==> src/rtl/wdr_pkg.sv <==
package wdr_pkg;
  localparam int unsigned SFR_W = 8;
  typedef logic [SFR_W-1:0] sfr_byte_t;

  // bit positions that software depends on
  localparam int unsigned GIE_BIT  = 7;
  localparam int unsigned ARM_BIT  = 6;
  localparam int unsigned TRIG_BIT = 6;

  // plainly stored bits of each register (self-clearing bit 6 excluded)
  localparam sfr_byte_t KEEP_MASK_A = 8'h9F;
  localparam sfr_byte_t KEEP_MASK_B = 8'h3E;

  localparam int unsigned N_FLAGS = 2;
  localparam int unsigned FLAG_ARM  = 0;
  localparam int unsigned FLAG_TRIG = 1;
endpackage

==> src/rtl/wdr_rst_sync.sv <==
module wdr_rst_sync (
  input  logic clk_i,
  input  logic rst_ni,
  output logic rst_no
);
  logic [1:0] sync_q;

  always_ff @(posedge clk_i or negedge rst_ni) begin
    if (!rst_ni) begin
      sync_q <= 2'b00;
    end else begin
      sync_q <= {sync_q[0], 1'b1};
    end
  end

  assign rst_no = sync_q[1];
endmodule

==> src/rtl/wdr_selfclr.sv <==
module wdr_selfclr #(
  parameter int unsigned HOLD = 12
) (
  input  logic clk_i,
  input  logic rst_ni,
  input  logic set_i,
  output logic flag_o
);
  localparam int unsigned CW = $clog2(HOLD + 1);
  localparam logic [CW-1:0] HOLD_V = CW'(HOLD);
  localparam logic [CW-1:0] ONE_V  = CW'(1);

  logic          flag_q, flag_d;
  logic [CW-1:0] cnt_q, cnt_d;
  logic          upd_en;

  always_comb begin
    flag_d = flag_q;
    cnt_d  = cnt_q;
    if (set_i) begin
      flag_d = 1'b1;
      cnt_d  = HOLD_V;
    end else if (flag_q) begin
      if (cnt_q == ONE_V) begin
        flag_d = 1'b0;
        cnt_d  = '0;
      end else begin
        cnt_d = cnt_q - ONE_V;
      end
    end
  end

  assign upd_en = set_i | flag_q;

  always_ff @(posedge clk_i or negedge rst_ni) begin
    if (!rst_ni) begin
      flag_q <= 1'b0;
      cnt_q  <= '0;
    end else if (upd_en) begin
      flag_q <= flag_d;
      cnt_q  <= cnt_d;
    end
  end

  assign flag_o = flag_q;
endmodule

==> src/rtl/wdr_regfile.sv <==
module wdr_regfile
  import wdr_pkg::*;
#(
  parameter sfr_byte_t ADDR_A = 8'hA8,
  parameter sfr_byte_t ADDR_B = 8'hB8
) (
  input  logic      clk_i,
  input  logic      rst_ni,
  input  logic      we_i,
  input  sfr_byte_t addr_i,
  input  sfr_byte_t wdata_i,
  input  logic      arm_flag_i,
  input  logic      trig_flag_i,
  output sfr_byte_t rdata_o,
  output logic      gie_o,
  output logic      arm_wr_o,
  output logic      trig_wr_o
);
  sfr_byte_t reg_a_q, reg_a_d;
  sfr_byte_t reg_b_q, reg_b_d;
  logic      hit_a, hit_b;

  assign hit_a = we_i && (addr_i == ADDR_A);
  assign hit_b = we_i && (addr_i == ADDR_B);

  always_comb begin
    reg_a_d = wdata_i & KEEP_MASK_A;
    reg_b_d = wdata_i & KEEP_MASK_B;
  end

  always_ff @(posedge clk_i or negedge rst_ni) begin
    if (!rst_ni) begin
      reg_a_q <= '0;
    end else if (hit_a) begin
      reg_a_q <= reg_a_d;
    end
  end

  always_ff @(posedge clk_i or negedge rst_ni) begin
    if (!rst_ni) begin
      reg_b_q <= '0;
    end else if (hit_b) begin
      reg_b_q <= reg_b_d;
    end
  end

  always_comb begin
    rdata_o = '0;
    if (addr_i == ADDR_A) begin
      rdata_o = reg_a_q;
      rdata_o[ARM_BIT] = arm_flag_i;
    end else if (addr_i == ADDR_B) begin
      rdata_o = reg_b_q;
      rdata_o[TRIG_BIT] = trig_flag_i;
    end
  end

  assign gie_o     = reg_a_q[GIE_BIT];
  assign arm_wr_o  = hit_a && wdata_i[ARM_BIT];
  assign trig_wr_o = hit_b && wdata_i[TRIG_BIT];
endmodule

==> src/rtl/wdr_counter.sv <==
module wdr_counter #(
  parameter int unsigned CNT_W  = 16,
  parameter int unsigned RELOAD = 200
) (
  input  logic             clk_i,
  input  logic             rst_ni,
  input  logic             start_i,
  input  logic             reload_i,
  output logic             active_o,
  output logic [CNT_W-1:0] count_o,
  output logic             expire_o
);
  localparam logic [CNT_W-1:0] RELOAD_V = RELOAD[CNT_W-1:0];
  localparam logic [CNT_W-1:0] ONE_V    = CNT_W'(1);

  logic             active_q, active_d;
  logic [CNT_W-1:0] cnt_q, cnt_d;
  logic             req_q, req_d;
  logic             load, cnt_en;

  assign load   = start_i | reload_i;
  assign cnt_en = load | active_q;

  always_comb begin
    active_d = active_q;
    cnt_d    = cnt_q;
    req_d    = 1'b0;
    if (load) begin
      active_d = 1'b1;
      cnt_d    = RELOAD_V;
    end else if (active_q) begin
      if (cnt_q == '0) begin
        active_d = 1'b0;
        req_d    = 1'b1;
      end else begin
        cnt_d = cnt_q - ONE_V;
      end
    end
  end

  always_ff @(posedge clk_i or negedge rst_ni) begin
    if (!rst_ni) begin
      active_q <= 1'b0;
      cnt_q    <= '0;
    end else if (cnt_en) begin
      active_q <= active_d;
      cnt_q    <= cnt_d;
    end
  end

  always_ff @(posedge clk_i or negedge rst_ni) begin
    if (!rst_ni) begin
      req_q <= 1'b0;
    end else begin
      req_q <= req_d;
    end
  end

  assign active_o = active_q;
  assign count_o  = cnt_q;
  assign expire_o = req_q;
endmodule

==> src/rtl/wdr_top.sv <==
module wdr_top
  import wdr_pkg::*;
#(
  parameter int unsigned CNT_W  = 16,
  parameter int unsigned RELOAD = 200,
  parameter int unsigned HOLD   = 12,
  parameter sfr_byte_t   ADDR_A = 8'hA8,
  parameter sfr_byte_t   ADDR_B = 8'hB8
) (
  input  logic             clk_i,
  input  logic             rst_ni,
  input  logic             sfr_we_i,
  input  logic [7:0]       sfr_addr_i,
  input  logic [7:0]       sfr_wdata_i,
  output logic [7:0]       sfr_rdata_o,
  output logic             gie_o,
  output logic             wd_active_o,
  output logic [CNT_W-1:0] wd_count_o,
  output logic             reset_req_o
);
  logic               rst_n_int;
  logic               arm_wr, trig_wr;
  logic [N_FLAGS-1:0] flag_set, flag_val;
  logic               arm_follow_q, arm_follow_d;
  logic               start_w, refresh_w;
  logic               active;

  wdr_rst_sync u_rst (
    .clk_i  (clk_i),
    .rst_ni (rst_ni),
    .rst_no (rst_n_int)
  );

  wdr_regfile #(
    .ADDR_A (ADDR_A),
    .ADDR_B (ADDR_B)
  ) u_regs (
    .clk_i       (clk_i),
    .rst_ni      (rst_n_int),
    .we_i        (sfr_we_i),
    .addr_i      (sfr_addr_i),
    .wdata_i     (sfr_wdata_i),
    .arm_flag_i  (flag_val[FLAG_ARM]),
    .trig_flag_i (flag_val[FLAG_TRIG]),
    .rdata_o     (sfr_rdata_o),
    .gie_o       (gie_o),
    .arm_wr_o    (arm_wr),
    .trig_wr_o   (trig_wr)
  );

  assign flag_set[FLAG_ARM]  = arm_wr;
  assign flag_set[FLAG_TRIG] = trig_wr;

  for (genvar gi = 0; gi < N_FLAGS; gi++) begin : g_flag
    wdr_selfclr #(
      .HOLD (HOLD)
    ) u_flag (
      .clk_i  (clk_i),
      .rst_ni (rst_n_int),
      .set_i  (flag_set[gi]),
      .flag_o (flag_val[gi])
    );
  end

  // sequence tracker: remembers whether the latest bus write was an arming write
  always_comb begin
    arm_follow_d = arm_wr;
  end

  always_ff @(posedge clk_i or negedge rst_n_int) begin
    if (!rst_n_int) begin
      arm_follow_q <= 1'b0;
    end else if (sfr_we_i) begin
      arm_follow_q <= arm_follow_d;
    end
  end

  assign start_w   = trig_wr && !active;
  assign refresh_w = trig_wr && active && arm_follow_q && flag_val[FLAG_ARM];

  wdr_counter #(
    .CNT_W  (CNT_W),
    .RELOAD (RELOAD)
  ) u_cnt (
    .clk_i    (clk_i),
    .rst_ni   (rst_n_int),
    .start_i  (start_w),
    .reload_i (refresh_w),
    .active_o (active),
    .count_o  (wd_count_o),
    .expire_o (reset_req_o)
  );

  assign wd_active_o = active;
endmodule

==> config.mk <==
export PLATFORM = sky130hd
export DESIGN_NAME = wdr_top
export DESIGN_NICKNAME = d
export VERILOG_FILES = /design/src/rtl/wdr_pkg.sv /design/src/rtl/wdr_rst_sync.sv /design/src/rtl/wdr_selfclr.sv /design/src/rtl/wdr_regfile.sv /design/src/rtl/wdr_counter.sv /design/src/rtl/wdr_top.sv
export SDC_FILE = /design/constraint.sdc
export NUM_CORES = 1
export LEC_CHECK = 0
export BUFFER_PORTS_ARGS = -buffer_cell sky130_fd_sc_hd__buf_2
export CAP_MARGIN = 20
export CORE_UTILIZATION = 24
export DETAILED_ROUTE_END_ITERATION = 6
export PLACE_DENSITY = 0.4
export SYNTH_ARGS = -nofsm -noshare
export SYNTH_HDL_FRONTEND = slang
export SYNTH_HIERARCHICAL = 1
export SYNTH_SLANG_ARGS = --single-unit
export TNS_END_PERCENT = 20
==> constraint.sdc <==
create_clock -name clk_i -period 3.7 [get_ports clk_i]
set_clock_uncertainty 0.05 [all_clocks]
set_input_delay 0.74 -clock clk_i [delete_from_list [all_inputs] [get_ports clk_i]]
set_output_delay 0.74 -clock clk_i [all_outputs]
set_load 0.1 [all_outputs]
==> results of run 1 <==
-- registers in the layout (all words and copies together), names as in the netlist --
register,count
g_flag.u_flag/cnt_q,8
g_flag.u_flag/flag_o,2
u_regs/reg_b_q,5
u_cnt/expire_o,1
arm_follow_q,1
u_regs/reg_a_q,6
u_cnt/active_o,1
u_rst/sync_q,2
u_cnt/count_o,16
-- metrics by stage --
step | worst slack (ps) | power, uW | hold slack, ps | std cells
finish | 845 | 1590 | 170 | 364
floorplan | 349 | 1170 | 281 | 210
detailed placement | 818 | 1310 | 288 | 358
global placement | 785 | 1310 | 283 | 358
CTS | 834 | 1620 | 154 | 364
global route | 723 | 1700 | 152 | 364
-- worst register-to-register path, cell delays in order, from the launching register on --
cell and delay [ps]:
dfrtp_1 390, inv_1 70, ha_1 280, nor4b_1 180, buf_4 160, and4_1 340
or4_2 590, a21oi_1 160
-- worst min-delay path by stage --
stage | start | to | depth (start not counted)
floorplan | u_rst/sync_q[0] | u_rst/sync_q[1] | 0
global placement | u_rst/sync_q[0] | u_rst/sync_q[1] | 0
detailed placement | u_rst/sync_q[0] | u_rst/sync_q[1] | 0
CTS | rst_ni | u_rst/sync_q[1] | 1
global route | rst_ni | u_rst/sync_q[1] | 1
finish | rst_ni | u_rst/sync_q[1] | 1
-- per-layer routing --
layer  up-vias  track usage [%]
met5         -                0
met4         0             3.50
met3         8             2.72
met2        31             18.4
met1       841             15.2
li1        866                -
-- cell type report --
class                           count  area (um^2)  area share (%)
Sequential cell                    42         1050            40.0
Inverter                            7         26.3            1.00
Tap cell                          108          135            5.14
Multi-Input combinational cell    155         1100            41.8
Clock buffer                        6         82.6            3.14
Timing Repair Buffer               46          233            8.86
-- logic make-up (layout without fill, tap and decap cells) --
family	after synthesis	in the layout	share of synthesized area, %
AO/OA/AOI/OAI	32	32	9.67
XOR/XNOR	2	2	0.792
adder cells (fa/ha/maj)	5	5	2.83
buffers and inverters	13	59	2.83
flip-flops	42	42	47.5
multiplexers	21	21	10.4
other	1	1	0.170
AND/OR/NAND/NOR	94	94	25.8
-- power by group through the flow --
stage / Sequential [uW] / Clock (uW) / Combinational (uW)
2_1_floorplan: 982 / 0 / 191
3_3_place_gp: 683 / 0 / 628
3_5_place_dp: 679 / 0 / 628
4_1_cts: 670 / 318 / 630
5_1_grt: 692 / 334 / 674
6_report: 668 / 297 / 628
-- cell usage after synthesis, types with 2 or more instances --
cell       n  share of area, %
nor2_1    23               3.9
nor3_1     6               1.4
a211o_1    3               1.2
nand3_1    5               1.1
a21oi_1    9               2.0
nor4b_1    2              0.79
buf_2      2              0.45
nor2b_1    3              0.85
xnor2_1    2              0.79
and4_1     2              0.79
or4b_1     2              0.91
nor3b_1    2              0.68
o21ai_0    5               1.1
nor4_1     6               1.7
clkbuf_1   2              0.34
nand2b_1   3              0.85
or4_1      3               1.0
a21o_2     2              0.79
and2_1     3              0.85
a211oi_1   3               1.0
nand2_1   10               1.7
nand3b_1   2              0.68
inv_1      7               1.2
ha_1       5               2.8
nand4_1    4               1.1
mux2_2    11               5.6
mux2i_1    9               4.1
or3_1      6               1.7
dfrtp_1   42                48
o31ai_1    6               2.0
nand4b_1   3               1.2
==> metrics.cfg, run 1 <==
[outcome]
status=finished with violations
violations=design-rule violations

[sta]
rsz0062_at_grt=no
fin_crit_sh_pct=77.2
fmax_mhz=350
finalCriticalPeriod_ps=2850
hold_viol=0
worst_pin_slew_ps=924
slew_headroom_pct=38.4
slew_viol_final=0
setup_tns_ps=0
setup_viol=0

[cts]
cts_num_sinks=42
cts-root-buf=clkbuf_8
hold_buffers=0
cts_tree=built
cts.clk_slew.worst_paths_ps=70
post_cts_buffers=0
clk-insertion-delay-late_ps=290
clock_path_buffers=2
cts.htree.levels=2
cts_buffers=5
cts_resized=0

[worst_setup_path]
crit_buf_inv=2
slowest_stage=buf_2
rr_worst_depth=7
path_depth=5
cp-endpoint=sfr_rdata_o[2]
path_class=in2out
reg2reg_from=u_cnt/count_o[0]
worstPathCellList=buf_2 -> nor4b_4 -> nand2_1 -> nor2_1 -> buf_2
worstPathRequired_ps=2910
worst_path_most_repeated_cell=buf_2
cp-startpoint=sfr_addr_i[1]
rr_endpoint=u_cnt/count_o[11]
path_delay_family=simple AND/OR/NAND/NOR gates
cp-start-kind=input port
critPathMaxStageDelay_ps=440
critPathMaxFanout=6
ff2ff_setup_slack_ps=1410
end_kind=output port
worstPathArrival_ps=2060

[placement]
placedInstanceArea_mm2=0.00254
io_buffers=45
dp_hpwl_mm=3.57
gp_congestion=0.691

[route]
wl_per_cell_um=14.0
met2_length_mm=2.33
antenna_left=0
vias=1746
drt_pre_antenna_iters=6
wl_met1_mm=2.51
vias_per_cell=4.80
wl_met3_um=199
drt-initial-drc-count=67
drc=3
top_layer=met4
totalWireLength_mm=5.09

[finish]
utilization_pct=29.8
final_cell_area_mm2=0.00263
fillers=941
nets=281
layout_common_cells=buf_2 (45), dfrtp_1 (41), nor2_1 (23)
areaGrowthSynthToFinish_pct=18.8
n_antenna_cell=0
final_layout_size_suffix_gt1_share_pct=29.3
mostFrequentLayoutCell=buf_2

[pwr]
irDropWorstVdd_v=0.000200
p_leak_uw=0.00123
clock_power_share_pct=18.6
p_sw_share_pct=47.5
seqPwrFrac_pct=41.9
p_sw_uw=756
p_int_uw=837
pwr_density_cell_mw_per_mm2=606
comb_power_share_pct=39.4

[global_route]
grt_overflow=0
antenna_found_initial=0
grt_max_degree=41
grt_pass1_vias=1768
grt_usage_pct=11.4
grt_pass1_wl_mm=8.71

[job]
drv_cap=0

[logic_synthesis]
synth_nets=234
syn-cell-area_mm2=0.00221
ys_ff_latch=42
synth_ff_type=dfrtp_1
yosys_warnings=6
synth_edf_count=0
syn_inst=210
ys_seq_area_share_pct=47.5
ys_types=48
async_flop_share_pct=100
syn_area_per_cell_um2=10.5

[worst_hold_path]
hp-class=in2async

[die]
ios=46
die_y_um=98.0
dieArea_mm2=0.00960
initial_core_util_pct=25.1
core_area_mm2=0.00881
rows=34
die_width_um=98.0

Note: power is estimated with default switching activity, not from simulation.
==> run 2: changes to the inputs <==
--- a/config.mk
+++ b/config.mk
@@ -9,7 +9,7 @@
 export CAP_MARGIN = 20
 export CORE_UTILIZATION = 24
 export DETAILED_ROUTE_END_ITERATION = 6
-export PLACE_DENSITY = 0.4
+export PLACE_DENSITY = 0.42
 export SYNTH_ARGS = -nofsm -noshare
 export SYNTH_HDL_FRONTEND = slang
 export SYNTH_HIERARCHICAL = 1
==> constraint.sdc (replaced) <==
create_clock -name clk_i -period 2.39 [get_ports clk_i]
set_clock_uncertainty 0.05 [all_clocks]
set_input_delay 0.478 -clock clk_i [delete_from_list [all_inputs] [get_ports clk_i]]
set_output_delay 0.478 -clock clk_i [all_outputs]
set_load 0.1 [all_outputs]
==> run 2 against run 1 <==
The run still ends with design-rule violations left. Power rose by 65%. Worst setup slack got worse by 600 ps. Count of clock-buffer cells in the layout rose by 1. Critical path type unchanged. Critical endpoint is now sfr_rdata_o[3]. Largest cell class unchanged.
==> metrics.cfg, run 2 (synthesized netlist as in run 1, its figures left out) <==
[outcome]
status=finished with violations
violations=design-rule violations

[global_route]
grt_overflow=0  ; unchanged
grt_usage_pct=11.7  ; +0.32 points
grt_busiest_layer=met2
use_met2_pct=18.1  ; -0.22 points
use_met1_pct=16.3  ; +1.1 points
antenna_found_initial=0  ; unchanged
grt_max_degree=26  ; -37%
grt.met3_usage_pct=2.93  ; +0.21 points
grt_pass1_vias=1855  ; +4.9%
grt_pass1_wl_mm=9.09  ; +4.4%

[cts]
clk-insertion-delay-late_ps=290  ; about the same
clock_path_buffers=2  ; unchanged
post_cts_buffers=0  ; unchanged
cts.clk_slew.worst_paths_ps=90  ; +20 ps
cts_num_sinks=42  ; unchanged
cts_buffers=5  ; unchanged
cts.htree.levels=2  ; unchanged
cts-root-buf=clkbuf_8
cts_tree=built

[pwr]
irDropWorstVdd_v=0.000391  ; +95%
finalPower_uw=2630  ; +65%
pwr_density_cell_mw_per_mm2=908  ; +50%
p_leak_uw=0.00135  ; +9.3%

[route]
wl_per_cell_um=13.7  ; -2.0%
antenna_left=0  ; unchanged
drt-initial-drc-count=61  ; -9.0%
vias=1803  ; +3.3%
vias_per_cell=4.71  ; -1.9%
drt_pre_antenna_iters=6  ; unchanged
totalWireLength_mm=5.25  ; +3.1%
drc=4  ; +1

[placement]
gp_congestion=0.743  ; +7.5%
place_inst=374  ; +4.5%
io_buffers=45  ; unchanged
dp_hpwl_mm=3.90  ; +9.2%
pre_cts_ws_ps=142  ; -677 ps

[worst_setup_path]
worstPathCellList=buf_2 -> nor4b_4 -> buf_4 -> nand2_1 -> nor2_1 -> buf_12
critPathMaxFanout=6  ; unchanged
critPathMaxStageDelay_ps=270  ; -170 ps
cp-start-kind=input port
worstPathArrival_ps=1620  ; -440 ps
slowest_stage=nor4b_4
end_kind=output port
path_class=in2out
worstPathRequired_ps=1860  ; -1050 ps

[finish]
n_antenna_cell=0  ; unchanged
final_layout_size_suffix_gt1_share_pct=33.5  ; +4.2 points
fillers=918  ; -2.4%
mostFrequentLayoutCell=dfrtp_1
fin_cells=383  ; +5.2%
utilization_pct=33.0  ; +3.1 points
layout_common_cells=dfrtp_1 (41), buf_2 (37), nor2_1 (23)
largest_reg_flops=16  ; unchanged
areaGrowthSynthToFinish_pct=31.2
nets=298  ; +6.0%

[die]
die_y_um=98.0  ; unchanged
ios=46  ; unchanged
initial_core_util_pct=25.1  ; unchanged
core_area_mm2=0.00881  ; unchanged
rows=34  ; unchanged
dieArea_mm2=0.00960  ; unchanged
die_width_um=98.0  ; unchanged

[sta]
setup_ws_ps=240  ; -605 ps
fin_crit_sh_pct=89.9
slew_headroom_pct=62.3  ; +24 points
finalCriticalPeriod_ps=2150
fmax_mhz=465
hold_viol=0  ; unchanged
setup_viol=0  ; unchanged
setup_tns_ps=0  ; unchanged
rsz0062_at_grt=no
worst_pin_slew_ps=566  ; -358 ps
slew_viol_final=0  ; unchanged

[worst_hold_path]
hp-class=reg2async

[job]
drv_cap=0  ; unchanged

## run 2: critical path, delay by kind of cell
kind / cells / cell delay, ps
simple gates: 3 / 650
buf+inv: 3 / 490
## run 2: repair_timing
| action | in CTS | in global routing |
|---|---|---|
| resized for setup | 0 | 1 |
| hold endpoints to repair | 2 | 0 |
| hold buffers | 1 | 0 |
| endpoints found under the setup margin | 0 | 2 |
## run 2: power by group
part           internal, uW  switching, uW  total (uW)  leakage (uW)
sequential              835            160         995      0.000514
combinational           288            791        1080      0.000784
clock                   313            247         560     0.0000524
## run 2: layout make-up
type | instances | area, um^2 | area share [%]
inverter | 7 | 26.3 | 0.905
clock buffer | 7 | 76.3 | 2.63
timing repair buffer | 63 | 483 | 16.6
sequential | 42 | 1050 | 36.3
clock inverter | 1 | 30.0 | 1.03
multi-input combinational | 155 | 1100 | 37.9
tap | 108 | 135 | 4.66
## run 2: path summary, 6_finish.rpt
| check | start | to | slack, ps | cells past startpoint |
|---|---|---|---|---|
| setup / recovery | sfr_addr_i[1] | sfr_rdata_o[3] | 240 | 6 |
| hold / removal | u_rst/sync_q[1] | g_flag[0].u_flag/cnt_q[2] | 210 | 0 |
| setup reg to reg | u_cnt/count_o[5] | u_cnt/count_o[11] | 250 | 4 |
| hold reg to reg | u_rst/sync_q[1] | g_flag[0].u_flag/cnt_q[2] | 210 | 0 |
| max in group asynchronous | u_rst/sync_q[1] | u_cnt/count_o[12] | 1530 | 1 |
| min in group clk_i | u_rst/sync_q[0] | u_rst/sync_q[1] | 300 | 0 |
## run 2: metrics by stage
step                hold WS [ps]  instance area, um^2
detailed placement           216                 2790
CTS                          253                 2900
global placement             215                 2790
finish                       215                 2900
global route                 292                 2900
floorplan                    132                 2210
## run 2: metal layers
metal	vias up	routed length, um
met5	-	0
met4	0	49
met3	6	254
met2	46	2310
met1	851	2640
li1	900	-
